**config.mk**
```make
export PLATFORM = sky130hd
export DESIGN_NAME = ata_rx_dma_engine
export DESIGN_NICKNAME = d
export VERILOG_FILES = /design/src/rtl/ata_rx_pkg.sv /design/src/rtl/ata_rx_ctrl.sv /design/src/rtl/ata_rx_datapath.sv /design/src/rtl/ata_rx_dma_engine.sv
export SDC_FILE = /design/constraint.sdc
export NUM_CORES = 1
export LEC_CHECK = 0
export ABC_AREA = 1
export CAP_MARGIN = 20
export CORE_MARGIN = 5
export CORE_UTILIZATION = 40
export CTS_BUF_LIST = sky130_fd_sc_hd__clkbuf_16
export CTS_CLUSTER_SIZE = 14
export DETAILED_ROUTE_END_ITERATION = 10
export PLACE_DENSITY_LB_ADDON = 0.12
export SETUP_SLACK_MARGIN = 0.02
export SLEW_MARGIN = 20
export SYNTH_ARGS = -nofsm -noshare
export SYNTH_HDL_FRONTEND = slang
export SYNTH_SLANG_ARGS = --single-unit
```
**constraint.sdc**
```tcl
create_clock -name clk -period 3.2 [get_ports clk]
set_input_delay 0.96 -clock clk [delete_from_list [all_inputs] [get_ports clk]]
set_output_delay 0.96 -clock clk [all_outputs]
set_load 0.05 [all_outputs]
```
**src/rtl/ata_rx_pkg.sv**
```systemverilog
package ata_rx_pkg;
  typedef enum logic [2:0] {
    IDLE, WAIT_REQ, ACK, XFER, PAUSE, PIO_ACCESS
  } rxState_t;

  typedef struct packed {
    logic latchMode;
    logic runCnt;
    logic clrCnt;
  } rxStrobes_t;
endpackage

```
**src/rtl/ata_rx_ctrl.sv**
```systemverilog
module ata_rx_ctrl
  import ata_rx_pkg::*;
(
  input  logic       clk,
  input  logic       rstN,
  input  logic       dmaPending,
  input  logic       dirToDevice,
  input  logic       pioReq,
  input  logic       fifoFull,
  input  logic       driveReq,
  input  logic       driveIntr,
  input  logic       tick,
  output rxStrobes_t strb,
  output logic       capture,
  output logic       driveAck,
  output logic       pioGrant,
  output logic       engineIdle
);
  rxState_t st, nxt;
  logic stallCause;

  assign stallCause = fifoFull || !driveReq || !dmaPending;

  always_comb begin
    nxt = st;
    unique case (st)
      IDLE:
        if (dmaPending && !dirToDevice) nxt = WAIT_REQ;
      WAIT_REQ:
        if (driveIntr || !dmaPending || dirToDevice) nxt = IDLE;
        else if (pioReq)                            nxt = PIO_ACCESS;
        else if (driveReq)                          nxt = ACK;
      ACK:
        if (driveIntr)   nxt = IDLE;
        else if (pioReq) nxt = PIO_ACCESS;
        else             nxt = XFER;
      XFER, PAUSE:
        if (driveIntr)       nxt = IDLE;
        else if (pioReq)     nxt = PIO_ACCESS;
        else if (stallCause) nxt = PAUSE;
        else                 nxt = XFER;
      PIO_ACCESS:
        if (driveIntr)    nxt = IDLE;
        else if (!pioReq) nxt = WAIT_REQ;
      default: nxt = IDLE;
    endcase
  end

  always_ff @(posedge clk) begin
    if (!rstN) st <= IDLE;
    else       st <= nxt;
  end

  always_comb begin
    strb.latchMode = (st == IDLE) && (nxt == WAIT_REQ);
    strb.runCnt    = (st == XFER) && (nxt == XFER);
    strb.clrCnt    = (st == IDLE) || (st == WAIT_REQ) || (st == ACK) || (st == PIO_ACCESS);
  end

  assign capture    = strb.runCnt && tick;
  assign driveAck   = (st == ACK) || (st == XFER) || (st == PAUSE);
  assign pioGrant   = (st == PIO_ACCESS) || (st == IDLE);
  assign engineIdle = (st == IDLE);
endmodule

```
**src/rtl/ata_rx_datapath.sv**
```systemverilog
module ata_rx_datapath
  import ata_rx_pkg::*;
#(
  parameter int GAP_W  = 4,
  parameter int DATA_W = 16
) (
  input  logic              clk,
  input  logic              rstN,
  input  rxStrobes_t        strb,
  input  logic              ultraSel,
  input  logic [GAP_W-1:0]  strobeGap,
  input  logic [DATA_W-1:0] driveData,
  output logic              tick,
  output logic              ultraActive,
  output logic [DATA_W-1:0] fifoWrData
);
  localparam int CNT_W = GAP_W + 1;

  logic [CNT_W-1:0] cnt, limit;
  logic modeReg;

  // multiword spends two strobe phases per word
  assign limit = modeReg ? {1'b0, strobeGap} : {strobeGap, 1'b1};
  assign tick  = (cnt == limit);

  always_ff @(posedge clk) begin
    if (!rstN) begin
      cnt     <= '0;
      modeReg <= 1'b0;
    end else begin
      if (strb.latchMode) modeReg <= ultraSel;
      if (strb.clrCnt)      cnt <= '0;
      else if (strb.runCnt) cnt <= tick ? '0 : cnt + 1'b1;
    end
  end

  assign ultraActive = modeReg;
  assign fifoWrData  = driveData;
endmodule

```
**src/rtl/ata_rx_dma_engine.sv**
```systemverilog
module ata_rx_dma_engine
  import ata_rx_pkg::*;
#(
  parameter int GAP_W  = 4,
  parameter int DATA_W = 16
) (
  input  logic              clk,
  input  logic              rstN,
  input  logic              dmaPending,
  input  logic              dirToDevice,
  input  logic              ultraSel,
  input  logic [GAP_W-1:0]  strobeGap,
  input  logic              pioReq,
  input  logic              fifoFull,
  input  logic              driveReq,
  input  logic              driveIntr,
  input  logic [DATA_W-1:0] driveData,
  output logic              driveAck,
  output logic              pioGrant,
  output logic              fifoWrEn,
  output logic [DATA_W-1:0] fifoWrData,
  output logic              engineIdle,
  output logic              ultraActive
);
  rxStrobes_t strb;
  logic tick;

  ata_rx_ctrl uCtrl (
    .clk(clk), .rstN(rstN), .dmaPending(dmaPending), .dirToDevice(dirToDevice),
    .pioReq(pioReq), .fifoFull(fifoFull), .driveReq(driveReq), .driveIntr(driveIntr),
    .tick(tick), .strb(strb), .capture(fifoWrEn), .driveAck(driveAck),
    .pioGrant(pioGrant), .engineIdle(engineIdle)
  );

  ata_rx_datapath #(.GAP_W(GAP_W), .DATA_W(DATA_W)) uData (
    .clk(clk), .rstN(rstN), .strb(strb), .ultraSel(ultraSel), .strobeGap(strobeGap),
    .driveData(driveData), .tick(tick), .ultraActive(ultraActive), .fifoWrData(fifoWrData)
  );
endmodule

```
# Word-level counts from Yosys, hierarchy flattened
# Index checks and enable logic that the tools add are counted.
dict set report totals {
  regBits 9
  latch_bits 0
  mem_bits_rw 0
  rom_bits 0
  inputBits 29
  output_inout_bits 21
  mem_count 0
}
dict set report classes {
  addsub 1
  mul 0
  div_mod_pow 0
  order_cmp 0
  n_eq_ne 8
  shifts 0
  mux 14
  bitwise_logic 1
  n_reduce_logical 20
}
# op count
set ops {}
lappend ops {{$mux W3} 11}
lappend ops {{$pmux W3 S5} 1}
lappend ops {{$logic_or A1 B1 Y1} 10}
lappend ops {{$mux W5} 2}
lappend ops {{$eq A3 B2 Y1 const B} 3}
lappend ops {{$eq A3 B1 Y1 const B} 2}
lappend ops {{$eq A3 B3 Y1 const B} 2}
lappend ops {{$add A5 B1 Y5 const B} 1}
lappend ops {{$eq A5 B5 Y1} 1}
lappend ops {{$logic_and A1 B1 Y1} 4}
lappend ops {{$reduce_or A2 Y1} 2}
lappend ops {{$logic_not A1 Y1} 3}
lappend ops {{$logic_not A3 Y1} 1}
lappend ops {{$not A1 Y1} 1}

# Depth between registers and ports, before layout
dict set report logic_depth {
  depth_word 10
  ltp_mapped 12
  depth_no_buf 11
}

# Hierarchy
# From an unflattened synthesis, not the netlist that was laid out.
dict set report unflattened {
  cells_unflattened 150
  area_unflattened_um2 920.9
}
# mod n_inst cells_per_inst area_each_um2
set by_module_without_submodules {}
lappend by_module_without_submodules {ata_rx_datapath 1 89 570.5}
lappend by_module_without_submodules {ata_rx_ctrl 1 61 350.3}

# Worst setup path before layout
# Ideal clock, no wire load.
dict set report synth_path {
  path_kind {input to output}
  startpoint {input port fifoFull}
  endpoint {output port fifoWrEn}
  t_arrival_ns 2.092
  path_slack_ns 0.148
  stages 7
  cell_sequence {inv_1 > nand3_1 > nor2_1 > nand2_1 > nand2_2 > nand3b_4 > nor2_1}
}
dict set report synth_via {
  elab_chain_cells 9
}
# element line_no
set synth_rtl {}
lappend synth_rtl {{from (decl)} ata_rx_dma_engine.sv:14} ;# input logic fifoFull,
lappend synth_rtl {{$logic_or A1 B1 Y1 (2 in a row)} ata_rx_ctrl.sv:22} ;# assign stallCause = fifoFull || !driveReq || !dmaPending;
lappend synth_rtl {{$mux W3} ata_rx_ctrl.sv:40} ;# else if (stallCause) nxt = PAUSE;
lappend synth_rtl {{$mux W3} ata_rx_ctrl.sv:39} ;# else if (pioReq) nxt = PIO_ACCESS;
lappend synth_rtl {{$mux W3} ata_rx_ctrl.sv:38} ;# if (driveIntr) nxt = IDLE;
lappend synth_rtl {{$pmux W3 S5} ata_rx_ctrl.sv:26} ;# unique case (st)
lappend synth_rtl {{$eq A3 B2 Y1} ata_rx_ctrl.sv:56} ;# strb.runCnt = (st == XFER) && (nxt == XFER);
lappend synth_rtl {{$logic_and A1 B1 Y1} ata_rx_ctrl.sv:56}
lappend synth_rtl {{$logic_and A1 B1 Y1} ata_rx_ctrl.sv:60} ;# assign capture = strb.runCnt && tick;
lappend synth_rtl {{to (decl)} ata_rx_dma_engine.sv:20} ;# output logic fifoWrEn,
# Every way passes these cells.

# Worst setup path in the final report
dict set report layout_path {
  startpoint {input port pioReq}
  endpoint {output port fifoWrEn}
}
dict set report layout_via {
  elab_chain_cells 6
}
# element line_no
set layout_rtl {}
lappend layout_rtl {{from (decl)} ata_rx_dma_engine.sv:13} ;# input logic pioReq,
lappend layout_rtl {{$mux W3, on equally long branches (2 in a row)} --}
lappend layout_rtl {{$pmux W3 S5 (*)} ata_rx_ctrl.sv:26}
lappend layout_rtl {{$eq A3 B2 Y1 (*)} ata_rx_ctrl.sv:56}
lappend layout_rtl {{$logic_and A1 B1 Y1 (*)} ata_rx_ctrl.sv:56}
lappend layout_rtl {{$logic_and A1 B1 Y1 (*)} ata_rx_ctrl.sv:60}
# Mark *: on every way between the ends. The rest lies on a longest branch, timed or not.

==> summary.md <==
| Metric | Value |
|---|---|
| Status | `finished, final reports clean` |
| Grt total ovfl | `0` |
| Final ANT Viol Nets | `0` |
| Worst path bufs/invs | `3` |
| FF-to-FF End | `uData.cnt[2]$_SDFFE_PP0P_` |
| Clk_lat worst skew | `230 ps` |
| Vias in the first global route | `801` |
| Final min period | `3070 ps` |
| CP Class | `input port to primary output` |
| Post-synthesis area per instance | `5.77 µm²` |
| Max Cap Viol | `0` |
| Pwr dens | `353 mW/mm²` |
| I/O Pins | `50` |
| Peak Freq | `326 MHz` |
| Vias/cell | `4.72` |
| Inserted Clock Buffers | `3` |
| Clk pin slew, worst setup/hold paths | `40 ps` |
| Pins Over Slew Limit | `0` |
| Area Overhead vs Synth | `28.3%` |
| Final period util | `~96%` |
| 1st-pass router iterations | `4` |
| Max FO, Critical Path | `3` |
| Worst setup SP type | `input port` |
| Critical path cell sequence | `clkdlybuf4s50_1, inv_1, nand4_1, nand2_2, nand3b_4, nor2_4, buf_12` |
| Final hold viol count | `0` |
| Largest net degree at the start of global routing | `10` |
| Core area | `0.00202 mm²` |
| Library cells used by synthesis | `19` |
| Sequential fraction of the synthesis area | `20.8%` |
| Post-DP HPWL | `1520 µm` |
| Maximum vdd drop | `0.250 mV` |
| Reg2reg setup slack | `roughly 1700 ps` |
| Vias | `882` |
| Die Wd | `56.5 µm` |
| H-tree depth | `1` |
| Worst Path Required | `approximately 2200 ps` |
| Worst hold stages | `4` |
| Worst Hold Margin | `587 ps` |
| Slew headroom | `around two thirds` |
| Initial Utilization | `42.8%` |
| Final setup fails | `0` |
| Flops & latches, synth | `9` |
| CTS root buffer | `clkbuf_16` |
| Nets | `191` |
| Fin Clk Skew | `3.35 ps` |
| Post-Syn Nets | `180` |
| Initial DRC Count | `37` |
| Die area | `0.00320 mm²` |
| WL/cell | `10.7 µm` |
| GRT Util Overall | `between 10% and 20%` |
| Fill cells | `slightly above 200` |
| Min-Delay Endpoint | `uData.cnt[1]$_SDFFE_PP0P_` |
| Most common cell after layout, fill and taps aside | `nand2_1` |
| Buffers on Ports | `17` |
| Leak Pwr | `0.580 nW` |
| Most frequent cells in the layout | `49 x nand2_1, 23 x inv_1, 13 x nor2_1` |
| Top delay family on crit path | `buffers and inverters` |
| Register-to-Register Path Depth | `12` |
| Slew @ Worst Pin | `about 500 ps` |
| Antenna Cells | `0` |
| # rows | `16` |
| Slowest stage cell, crit path | `clkdlybuf4s50_1` |
| Area leader, netlist | `nand2_1` |
| Initial antenna violation count | `0` |
| Nature of the critical path endpoint | `primary output` |
| Warnings, synthesis | `0` |
| Die height | `around 57 µm` |
| CP arrival | `2110 ps` |
| Setup TNS | `0 ps` |
| DRC violations left | `0` |
| Clk sinks | `9` |
| Post-Syn Instances | `150` |
| Worst Hold Class | `flip-flop to flip-flop` |
| Mapped cell area | `866 µm²` |
| GP Congestion | `0.831` |
| Max incr delay on CP | `460 ps` |
| First-pass GRT wire length | `~3400 µm` |
| Worst hold path startpoint | `uData.cnt[1]$_SDFFE_PP0P_` |
| Yosys top cell area share | `21.2%` |
| Reg2reg start | `uData.ultraActive$_SDFFE_PN0P_` |
| RSZ-0062 raised after global routing | `no` |
| Clk buf depth | `2` |
| Ratio of cells with drive above 1 in the final layout | `roughly an eighth` |
| Top cells by area, synth | `nand2_1 21%, dfxtp_1 21%, buf_4 14%` |
| CTS tree | `built` |
| Final wirelength | `approximately 2000 µm` |
[final cells by class]
type	count	area, µm²	share of cell area, %
Sequential cell	9	180	16.2
Timing Repair Buffer	23	240	21.6
Inverter	23	86.3	7.77
Multi-Input combinational cell	101	492	44.3
Clock buffer	3	75.1	6.76
Clock inverter	1	3.75	0.338
Tap cell	27	33.8	3.04
[cells in the mapped netlist]
cell type  instances
nand2_1           49
inv_1             22
buf_4             16
nor2_1            16
nand3_1           12
dfxtp_1            9
a21oi_1            8
o21ai_0            4
xor2_1             3
nand2_2            2
a22oi_1            1
clkbuf_2           1
ha_1               1
inv_2              1
nand3_2            1
nand3b_4           1
nand4_1            1
o211ai_1           1
o21a_1             1
[where the power goes]
group          switching (mW)  total (mW)  internal [mW]  leakage [nW]
logic                  0.0320      0.0591         0.0272         0.464
clock network          0.0518       0.215          0.163        0.0423
registers             0.00338       0.118          0.114        0.0728
total                  0.0872       0.392          0.305         0.580
[registers in the layout (all words and copies together) (netlist names)]
name,flops
uData.cnt,5
uCtrl.st,3
uData.ultraActive,1
[worst reg2reg max path: stages, from the launching register on]
cell     delay (ps)
dfxtp_1         490
inv_2           110
nand2_1          90
nand2_1          50
nand2_1          50
nand2_1          50
nor2_1          120
nand2_2         100
buf_4           170
nand2_1          60
nand2_1          50
nand2_1          50
nor2_1           40
[what timing repair did]
item	in CTS	in global routing
setup buffers	0	0
pin swaps	0	3
hold buffers	0	0
resized for setup	1	10
setup endpoints to repair	1	1
[how the worst max path moves through the flow]
stage | startpoint | endpoint | slack, ps | cells past startpoint
after floorplan | fifoFull | fifoWrEn | 150 | 7
after global placement | dmaPending | fifoWrEn | -30 | 8
after detailed placement | dmaPending | fifoWrEn | -10 | 8
after CTS | dmaPending | fifoWrEn | 20 | 8
after global routing | fifoFull | fifoWrEn | 40 | 9
final | pioReq | fifoWrEn | 130 | 7
[layer usage]
layer	GRT usage [%]	vias up	share of wire [%]
met5	0	-	0
met4	4.41	0	1.8
met2	18.5	29	43
met1	17.4	374	48
met3	5.05	12	6.9
li1	-	467	-
[cell families after synthesis]
kind of cell / share of synthesized area [%]
and+or+nand+nor: 40.8
buffers and inverters: 24.4
AOI/OAI and AO/OA: 9.54
DFF: 20.8
xor gates and xnor gates: 3.04
adders and majority gates: 1.44
[through the flow]
stage | instances | util (%) | instance area (µm²) | power, mW | setup WS, ps
2_1_floorplan | 150 | - | 866 | 0.203 | 148
3_3_place_gp | 183 | 49.4 | 1000 | 0.178 | -33.8
3_5_place_dp | 183 | 49.4 | 1000 | 0.178 | -11.0
4_1_cts | 187 | 53.5 | 1080 | 0.396 | 24.6
5_1_grt | 187 | 55.0 | 1110 | 0.412 | 37.8
6_report | 187 | 55.0 | 1110 | 0.392 | 130
Note: power is estimated with default switching activity, not from simulation.
